`config.mk`:
```
export PLATFORM = sky130hd
export DESIGN_NAME = flash_row_gather
export DESIGN_NICKNAME = d
export VERILOG_FILES = /design/src/rtl/flash_row_pkg.sv /design/src/rtl/row_beat_check.sv /design/src/rtl/row_lanes.sv /design/src/rtl/flash_row_gather.sv
export SDC_FILE = /design/constraint.sdc
export NUM_CORES = 1
export LEC_CHECK = 0
export ABC_AREA = 1
export BUFFER_PORTS_ARGS = -buffer_cell sky130_fd_sc_hd__buf_2
export CAP_MARGIN = 20
export CORE_MARGIN = 3
export CORE_UTILIZATION = 36
export CTS_BUF_LIST = sky130_fd_sc_hd__clkbuf_8
export DETAILED_ROUTE_END_ITERATION = 7
export GPL_ROUTABILITY_DRIVEN = 0
export GPL_TIMING_DRIVEN = 0
export PLACE_DENSITY = 0.6
export SLEW_MARGIN = 20
export SYNTH_ARGS = -nofsm -noshare
export SYNTH_HDL_FRONTEND = slang
export SYNTH_SLANG_ARGS = --single-unit
```
`constraint.sdc`:
```
create_clock -name clk -period 1.8 [get_ports clk]
set_input_delay 0.36 -clock clk [delete_from_list [all_inputs] [get_ports clk]]
set_output_delay 0.36 -clock clk [all_outputs]
set_load 0.01 [all_outputs]
```
`src/rtl/flash_row_pkg.sv`:
```
package flash_row_pkg;
  typedef enum logic [1:0] {
    GS_IDLE = 2'd0,
    GS_FILL = 2'd1,
    GS_SKIP = 2'd2
  } gath_state_t;
endpackage

```
`src/rtl/row_beat_check.sv`:
```
module row_beat_check #(
  parameter int ADDR_W = 10,
  parameter int IDX_W  = 3,
  parameter logic [ADDR_W-1:0] LO_ADDR = 10'h200,
  parameter logic [ADDR_W-1:0] HI_ADDR = 10'h28F
) (
  input  logic [ADDR_W-1:0]       addr,
  input  logic [ADDR_W-IDX_W-1:0] base,
  input  logic [IDX_W-1:0]        cnt,
  output logic                    aligned,
  output logic                    in_range,
  output logic                    seq_ok
);
  // Row starts need zero offset bits.
  assign aligned  = (addr[IDX_W-1:0] == '0);
  assign in_range = (addr >= LO_ADDR) && (addr <= HI_ADDR);
  // The next single beat must hit the offset equal to the bytes held so far.
  assign seq_ok   = (addr == {base, cnt});
endmodule

```
`src/rtl/row_lanes.sv`:
```
module row_lanes #(
  parameter int ROW_BYTES = 8,
  parameter int IDX_W     = $clog2(ROW_BYTES),
  localparam int ROW_W    = 8 * ROW_BYTES
) (
  input  logic             clk,
  input  logic             rst_n,
  input  logic             wr_en,
  input  logic [IDX_W-1:0] wr_idx,
  input  logic [7:0]       wr_byte,
  output logic [ROW_W-1:0] row_q
);
  for (genvar g = 0; g < ROW_BYTES; g++) begin : g_lane
    always_ff @(posedge clk) begin
      if (!rst_n)
        row_q[8*g +: 8] <= '0;
      else if (wr_en && (wr_idx == IDX_W'(g)))
        row_q[8*g +: 8] <= wr_byte;
    end
  end
endmodule

```
`src/rtl/flash_row_gather.sv`:
```
module flash_row_gather #(
  parameter int ADDR_W    = 10,
  parameter int ROW_BYTES = 8,
  parameter logic [ADDR_W-1:0] LO_ADDR = 10'h200,
  parameter logic [ADDR_W-1:0] HI_ADDR = 10'h28F,
  localparam int IDX_W    = $clog2(ROW_BYTES),
  localparam int ROW_W    = 8 * ROW_BYTES,
  localparam int BASE_W   = ADDR_W - IDX_W
) (
  input  logic              clk,
  input  logic              rst_n,
  input  logic              in_valid,
  output logic              in_ready,
  input  logic [ADDR_W-1:0] in_addr,
  input  logic [7:0]        in_data,
  input  logic              in_blk,
  input  logic              in_last,
  input  logic              busy,
  output logic              req_valid,
  output logic [ADDR_W-1:0] req_addr,
  output logic [ROW_W-1:0]  req_data,
  output logic              err
);
  import flash_row_pkg::*;

  gath_state_t       state, nxt_state;
  logic [IDX_W-1:0]  cnt, nxt_cnt;
  logic [BASE_W-1:0] base, nxt_base;
  logic              mode_blk, nxt_blk;
  logic              lane_we;
  logic [IDX_W-1:0]  lane_idx;
  logic              commit, fault;
  logic              aligned, in_range, seq_ok;
  logic              acc, last_idx, beat_ok;

  assign in_ready = !busy;
  assign acc      = in_valid && in_ready;
  assign last_idx = (cnt == IDX_W'(ROW_BYTES - 1));
  assign beat_ok  = mode_blk ? (in_blk && (in_last == last_idx))
                             : (!in_blk && seq_ok);

  row_beat_check #(
    .ADDR_W(ADDR_W), .IDX_W(IDX_W), .LO_ADDR(LO_ADDR), .HI_ADDR(HI_ADDR)
  ) u_chk (
    .addr(in_addr), .base(base), .cnt(cnt),
    .aligned(aligned), .in_range(in_range), .seq_ok(seq_ok)
  );

  row_lanes #(.ROW_BYTES(ROW_BYTES), .IDX_W(IDX_W)) u_lanes (
    .clk(clk), .rst_n(rst_n), .wr_en(lane_we), .wr_idx(lane_idx),
    .wr_byte(in_data), .row_q(req_data)
  );

  always_comb begin
    nxt_state = state;
    nxt_cnt   = cnt;
    nxt_base  = base;
    nxt_blk   = mode_blk;
    lane_we   = 1'b0;
    lane_idx  = cnt;
    commit    = 1'b0;
    fault     = 1'b0;
    if (acc) begin
      if (state == GS_SKIP && in_blk) begin
        // Tail of a rejected block: drop silently until its final beat.
        if (in_last) nxt_state = GS_IDLE;
      end else if (state != GS_FILL) begin
        nxt_state = GS_IDLE;
        if (!aligned || !in_range || (in_blk && in_last)) begin
          fault = 1'b1;
          if (in_blk && !in_last) nxt_state = GS_SKIP;
        end else begin
          lane_we   = 1'b1;
          lane_idx  = '0;
          nxt_cnt   = IDX_W'(1);
          nxt_base  = in_addr[ADDR_W-1:IDX_W];
          nxt_blk   = in_blk;
          nxt_state = GS_FILL;
        end
      end else if (!beat_ok) begin
        fault     = 1'b1;
        nxt_cnt   = '0;
        nxt_state = (in_blk && !in_last) ? GS_SKIP : GS_IDLE;
      end else begin
        lane_we = 1'b1;
        if (last_idx) begin
          commit    = 1'b1;
          nxt_cnt   = '0;
          nxt_state = GS_IDLE;
        end else begin
          nxt_cnt = cnt + IDX_W'(1);
        end
      end
    end
  end

  always_ff @(posedge clk) begin
    if (!rst_n) begin
      state     <= GS_IDLE;
      cnt       <= '0;
      base      <= '0;
      mode_blk  <= 1'b0;
      req_valid <= 1'b0;
      err       <= 1'b0;
    end else begin
      state     <= nxt_state;
      cnt       <= nxt_cnt;
      base      <= nxt_base;
      mode_blk  <= nxt_blk;
      req_valid <= commit;
      err       <= fault;
    end
  end

  // Base only moves when a new row starts, which is never the commit edge.
  assign req_addr = {base, {IDX_W{1'b0}}};
endmodule

```
==> key figures, run 1 <==
Cells and area
  • N_diodes: 0
  • FILL cells: 958
  • Fin util: 52.51%
  • Area grow syn2layout: 40.60%
  • Layout cell share with drive strength beyond 1: 34.88%
  • Fin cells: approximately 800
  • Net count reported at finish: 689

Power and ir drop
  • Pleak: between 2 and 2.5 nW
  • Total power: 3.315 mW
  • PwrDens: 642.9 nW/um^2
  • Peak supply drop: between 0.0002 and 0.0003 V

STA
  • RSZ-0062 raised after global routing: yes
  • Relative slew margins: 42.42%
  • Final setup fails: 6
  • Fin. Hold Viols: 0
  • FMAX: 0.5475 GHz
  • Tightest Pin Transition: 0.8585 ns
  • Post-route setup slack: -0.02654 ns
  • Sum Neg Setup Slack: -0.07541 ns
  • Period utilization: 101.5%
  • Tmin final: 1.827 ns
  • Layout Skew: 0.01320 ns
  • Final max-slew violation count: 0

Setup path
  • CP Cell Sequence: ha_4 -> ha_4 -> inv_4 -> o21ai_2 -> a21oi_2 -> nand2_1 -> nand3_4 -> nand2_4 -> nor2_4 -> buf_6 -> nand2_1 -> nand2_1 -> nor2_1
  • Max stage delay on crit path: roughly 0.37 ns
  • Critical path endpoint category: flip-flop
  • CP delay by family, top: simple AND/OR/NAND/NOR gates
  • Worst EP arrival: 2.08 ns
  • Setup crit start kind: flip-flop
  • Worst Path Class, Setup: flip-flop to flip-flop
  • Worst-path fanout max: 6
  • Most common cell on crit path: nand2_1
  • Worst path bufs/invs: 2
  • Crit path max-delay cell type: dfxtp_4
  • CP Data Required Time: 2.05 ns

Global route
  • Number of global-route vias before repair: 3475
  • Grt ovf: 0
  • Tot GR Track Use: 18.46%
  • Pin count of the biggest net entering global routing: 16
  • First-pass GRT wire length: 16.93 mm
  • Initial antenna violation count: 0

Status
  • Status: finished with violations
  • Failing checks: setup timing

Clock tree
  • Clk slew on worst S/H paths: 0.09 ns
  • H-tree Lvls: 3
  • CTS Hold Bufs: 0
  • Worst-Skew Late Latency: ~0.36 ns
  • Root buffer cell: clkbuf_8
  • CTS sink count: 79
  • Num CTS Buffers: 9
  • CTS tree: yes
  • Clock Path Buffers: 2

Placement
  • Place WS: -0.3451 ns
  • Placed Instances: 757
  • Port-buffer cells: 96
  • Final HPWL DP: around 7.5 mm

Drt
  • Via/cell ratio: 4.836
  • DR DRC count: 0
  • Routed len/inst: 13.95 microns
  • WL final: 11.17 mm
  • ANT nets after route: 0
  • DRT Pass-1 Iters: 4
  • 1st-iter DRT viols: 278
  • Vias: 3874

Synth
  • Synth Register Bits: 79
  • Total number of yosys warnings: 0
  • Sequential fraction of the synthesis area: between 40 and 50%
  • Post-synthesis average cell area: about 7.0 sq um
  • Cells after Synth: 526
  • Synth cell types: 26
  • Cell Area, Synth: 3667 sq um

Die
  • Die X: 106.9 microns
  • Die Area: 11430 sq um
  • Initial core utilization: 37.35%
  • Die height: 106.9 microns
  • Number of core rows: 36
  • IO Pins: 101
  • Core area: 9819 sq um

Flow run
  • Max-Cap Viols: 0

Worst hold path
  • HP Class: primary input to flip-flop
-- cell type report --
type                            count  area [sq um]  area share [%]
Buffer                             27         230.2           4.465
Clock buffer                        9         123.9           2.402
Clock inverter                      7         77.57           1.504
Inverter                           76         306.5           5.945
Multi-Input combinational cell    346          1886           36.57
Sequential cell                    79          1595           30.94
Tap cell                          133         166.4           3.227
Timing Repair Buffer              124         770.7           14.95
-- worst reg2reg max path, cell delays in order, from the launching register on --
cell and delay [ns]:
dfxtp_4 0.37, ha_4 0.16, ha_4 0.16, inv_4 0.06, o21ai_2 0.05, a21oi_2 0.10
nand2_1 0.10, nand3_4 0.16, nand2_4 0.10, nor2_4 0.13, buf_6 0.15, nand2_1 0.07
nand2_1 0.06, nor2_1 0.04
-- timing repair --
item	CTS	global route
pin swaps	13	47
gates cloned	3	4
setup endpoints to repair	65	76
buffers inserted	5	16
gates resized for setup	30	76
-- logic make-up after synthesis --
family / count (synthesis) / synth area share (%)
adder cells (fa/ha/maj): 2 / 0.6823
other: 1 / 0.1023
buffers and inverters: 103 / 11.94
flip-flops: 79 / 43.13
AO/OA/AOI/OAI: 62 / 8.666
AND/OR/NAND/NOR: 279 / 35.48
-- synthesized netlist by cell type --
cell type	instances	share of area, %
nor4_1	1	0.17
o31ai_2	1	0.34
nand2_1	134	14
nand4_2	1	0.34
buf_1	2	0.20
clkinv_1	2	0.20
nor2_1	50	5.1
ha_1	2	0.68
nand3_2	6	1.6
a21oi_1	52	7.1
buf_2	5	0.68
nand3_1	29	4.0
inv_1	65	6.7
clkbuf_1	9	0.92
and3_1	1	0.17
nand4_1	45	7.7
dfxtp_1	79	43
nor3_1	1	0.14
buf_4	10	2.0
o21ai_0	9	1.2
nor2_4	5	1.5
nand2_2	4	0.68
nor2_2	2	0.34
buf_6	1	0.31
conb_1	1	0.10
inv_2	9	0.92
-- cells in the final DEF (no fill, tap or decap), drive strengths merged --
master,n
inv,77
and3,1
nand2,138
clkbuf,20
buf,140
ha,2
clkinvlp,1
o31ai,1
nand4,46
a21oi,52
nor4,1
o21ai,9
nand3,35
dfxtp,79
bufinv,1
nor2,57
conb,3
clkinv,4
nor3,1
-- where the power goes --
group	internal [mW]	leakage, nW	switching (mW)
combinational	0.0612	1.60	0.139
clock	0.658	0.106	0.708
sequential	1.75	0.640	0.00342
total	2.46	2.35	0.850
-- registers in the layout (all words and copies together), names as in the netlist --
name and cells:
u_lanes.row_q 64, base 7, cnt 3, state 2, err 1, mode_blk 1, req_valid 1
-- worst paths after layout --
check | from | endpoint | slack (ns) | cells after the start
hold reg to reg | u_lanes.row_q[24] | u_lanes.row_q[24] | 0.47 | 2
setup reg to reg | cnt[0] | u_lanes.row_q[37] | -0.03 | 13
setup / recovery | cnt[0] | u_lanes.row_q[37] | -0.03 | 13
hold / removal | in_addr[6] | base[3] | 0.32 | 3
-- metal layers --
| metal | wire, microns | global-route usage, % |
|---|---|---|
| met4 | 165 | 6.393 |
| met2 | 5619 | 30.98 |
| met1 | 4800 | 24.29 |
| met3 | 587 | 2.649 |
| met5 | 0 | 0 |
-- stage by stage --
step | instance area (sq um) | hold WS, ns
6_report | 5156 | 0.3195
5_1_grt | 5156 | 0.3433
4_1_cts | 4703 | 0.3102
3_5_place_dp | 4322 | 0.4501
3_3_place_gp | 4322 | 0.4482
2_1_floorplan | 3675 | 0.4374
No activity file was read; power rests on OpenSTA's default activity.
==> run 2: changes to the inputs <==
- ABC_AREA: 1 -> default
- PLACE_DENSITY: 0.6 -> 0.58
- clock period: 1.8 -> 2.1 ns (I/O delays scaled with it)
==> run 2 against run 1 <==
Net effect: the flow now finishes without violations; flip-flop and latch count stayed put; synthesized area decreased by 10%; final area shrank 17%; critical path depth decreased by 5; cell count shrank 30%; via count fell by 30%; die area fell by 9.4%; non-clock buffer count is 30 lower; worst setup slack better by 0.12 ns; clock power fell by 18%; critical endpoint is now u_lanes.row_q[41]; largest cell class unchanged.
==> key figures, run 2 <==
Power and ir drop
  • PwrDens: 649.9 nW/um^2
  • Peak supply drop: 0.0003342 V
  • Pleak: 2.055 nW

Clock tree
  • Num CTS Buffers: 9
  • CTS Hold Bufs: 0
  • CTS sink count: 79
  • Worst-Skew Late Latency: 0.34 ns
  • Clk slew on worst S/H paths: 0.09 ns
  • Root buffer cell: clkbuf_8
  • Clock Path Buffers: 2
  • H-tree Lvls: 3
  • CTS tree: yes

Synth
  • Cells after Synth: 335
  • Post-synthesis adder-cell area fraction: 0.7579%
  • Area leader, netlist: dfxtp_1
  • Yosys top cell area share: 47.90%
  • Total number of yosys warnings: 0
  • Cell Area, Synth: 3302 sq um
  • Largest family of logic cells by synthesized area: multiplexers
  • Post-synth top cells: nand2_1 (89), dfxtp_1 (79), mux2i_1 (65)
  • Mux cell area share after synthesis: around a fifth
  • Synth Area in Compound Gates: a little over 8%
  • Synth cell types: 40
  • Top-count cell post-synth: nand2_1
  • Post-synthesis average cell area: 9.856 sq um
  • Sequential fraction of the synthesis area: around 48%
  • Post-synthesis xor/xnor area fraction: 3.183%
  • Post-synth EDFFs: 0
  • Synth Register Bits: 79
  • Simple-gate area share of the yosys netlist: 16.64%
  • Main synth FF type: dfxtp_1
  • Ranking of synthesized cells by area: dfxtp_1 (48%), mux2i_1 (20%), nand2_1 (10%), xnor2_1 (2.9%), o2111ai_4 (1.6%)
  • Fraction of registers with async set/reset: 0%

Global route
  • Pin count of the biggest net entering global routing: 15
  • Met1 GRT Util: 22.45%
  • M2 GR Usage: 27.52%
  • Grt peak-use layer: met2
  • Initial antenna violation count: 0
  • Number of global-route vias before repair: 2685
  • First-pass GRT wire length: 13.81 mm
  • Tot GR Track Use: 17.30%
  • GR Util met3: roughly 5.4%
  • Grt ovf: 0

Worst hold path
  • HP Class: primary input to flip-flop
  • Hold Path Stages: 3

Drt
  • ANT nets after route: 0
  • DR DRC count: 0
  • Vias: between 2000 and 3000
  • WL final: between 8 and 9 mm
  • 1st-iter DRT viols: 83
  • Via/cell ratio: 4.819
  • DRT Pass-1 Iters: 4
  • Routed len/inst: approximately 16 microns

Setup path
  • Crit path max-delay cell type: dfxtp_4
  • Worst Path Class, Setup: flip-flop to flip-flop
  • Critical path endpoint category: flip-flop
  • CP Cell Sequence: ha_2 -> ha_4 -> xnor2_4 -> nand3_2 -> a21oi_4 -> buf_6 -> o2111ai_4 -> mux2i_1
  • Setup crit start kind: flip-flop
  • Levels on crit path: 8
  • Max stage delay on crit path: 0.37 ns
  • Worst EP arrival: 2.21 ns
  • CP Data Required Time: 2.31 ns
  • Worst-path fanout max: 8
  • Worst path bufs/invs: 1
  • Worst R2R Path Depth: 8
  • CP delay by family, top: compound AO/OA/AOI/OAI gates

STA
  • Tmin final: 2.009 ns
  • Final max-slew violation count: 0
  • FMAX: 0.4978 GHz
  • Tightest Pin Transition: 0.5697 ns
  • Period utilization: approximately 96%
  • RSZ-0062 raised after global routing: no
  • Relative slew margins: 61.81%
  • Layout Skew: 0.01236 ns
  • Final setup fails: 0
  • Sum Neg Setup Slack: 0 ns
  • Fin. Hold Viols: 0

Die
  • Die X: 101.8 microns
  • Die height: 101.8 microns
  • Number of core rows: 34
  • Core area: 8806 sq um
  • Initial core utilization: between 30% and 40%
  • IO Pins: 101
  • Die Area: slightly above 10000 sq um

Cells and area
  • Most frequent cells in the layout: buf_2 (96), nand2_1 (89), dfxtp_1 (76)
  • Area grow syn2layout: 30.01%
  • Top reg by flops: u_lanes.row_q
  • Largest registers: u_lanes.row_q: 64 flops, base: 7 flops, cnt: 3 flops
  • Net count reported at finish: 475
  • FILL cells: 864
  • Layout cell share with drive strength beyond 1: around a third
  • Fin util: 48.75%
  • Commonest non-fill, non-tap cell in the layout: buf_2
  • Fin cells: 562
  • N_diodes: 0
  • Max FFs per register: 64

Status
  • Status: complete, no violations

Placement
  • Final HPWL DP: 6.221 mm
  • Placed Instances: about 540
  • Port-buffer cells: 96

Flow run
  • Max-Cap Viols: 0
## run 2: changes by cell type after synthesis, sizes merged, moves of 7 or more
cell   previous run  this run
a21oi            52        11
buf              18         9
inv              74         3
mux2i             0        65
nand2           138        90
nand3            35         3
nand4            46         3
nor2             57         8
o21ai             9         2
xnor2             0        11
## run 2: kinds of logic after synthesis
| kind of cell | Yosys count |
|---|---|
| AO/OA/AOI/OAI | 28 |
| XOR/XNOR | 12 |
| adder cells (fa/ha/maj) | 2 |
| buffers and inverters | 24 |
| flip-flops | 79 |
| multiplexers | 65 |
| other | 1 |
| AND/OR/NAND/NOR | 124 |
## run 2: power by group
group	internal, mW	leakage, nW	switching [mW]
combinational	0.0517	1.32	0.103
clock	0.551	0.0933	0.582
sequential	1.50	0.638	0.00373
total	2.10	2.05	0.689
## run 2: final cells by class
cell class                      count  area [sq um]  share of cell area [%]
Multi-Input combinational cell    234          1697                   39.52
Sequential cell                    79          1590                   37.04
Timing Repair Buffer              102         541.8                   12.62
Tap cell                          108         135.1                   3.148
Clock buffer                        9         123.9                   2.885
Buffer                             19         116.4                   2.711
Clock inverter                      7         73.82                   1.720
Inverter                            4         15.01                  0.3498
## run 2: metrics by stage
stage	total power, mW	hold WS (ns)	worst slack, ns	area (sq um)
CTS	2.818	0.3172	0.002566	4229
global placement	1.683	0.4394	-0.6853	3933
detailed placement	1.685	0.4447	-0.6254	3933
floorplan	1.621	0.4451	0.005767	3317
finish	2.790	0.3373	0.09129	4293
global route	2.900	0.3368	0.0008438	4293
## run 2: final timing paths
path,startpoint,slack (ns),end
min reg2reg,u_lanes.row_q[33],0.46,u_lanes.row_q[33]
min,in_addr[3],0.34,base[0]
max reg2reg,cnt[1],0.09,u_lanes.row_q[41]
max,cnt[1],0.09,u_lanes.row_q[41]
## run 2: worst reg2reg max path, stage by stage, from the launching register on
cell and delay, ns:
dfxtp_4 0.37, ha_2 0.18, ha_4 0.18, xnor2_4 0.15, nand3_2 0.12, a21oi_4 0.27, buf_6 0.16, o2111ai_4 0.25
mux2i_1 0.19
## run 2: repair_timing
| action | in CTS | in global routing |
|---|---|---|
| gates cloned | 0 | 0 |
| setup buffers | 4 | 2 |
| endpoints found under the setup margin | 64 | 54 |
| resized for setup | 14 | 13 |
| pin swaps | 3 | 3 |
## run 2: layer usage
metal / wire, microns / vias to the layer above
met2: 4005 / 78
met1: 4107 / 1265
met3: 608 / 6
met4: 41 / 0
met5: 0 / -
li1: - / 1359
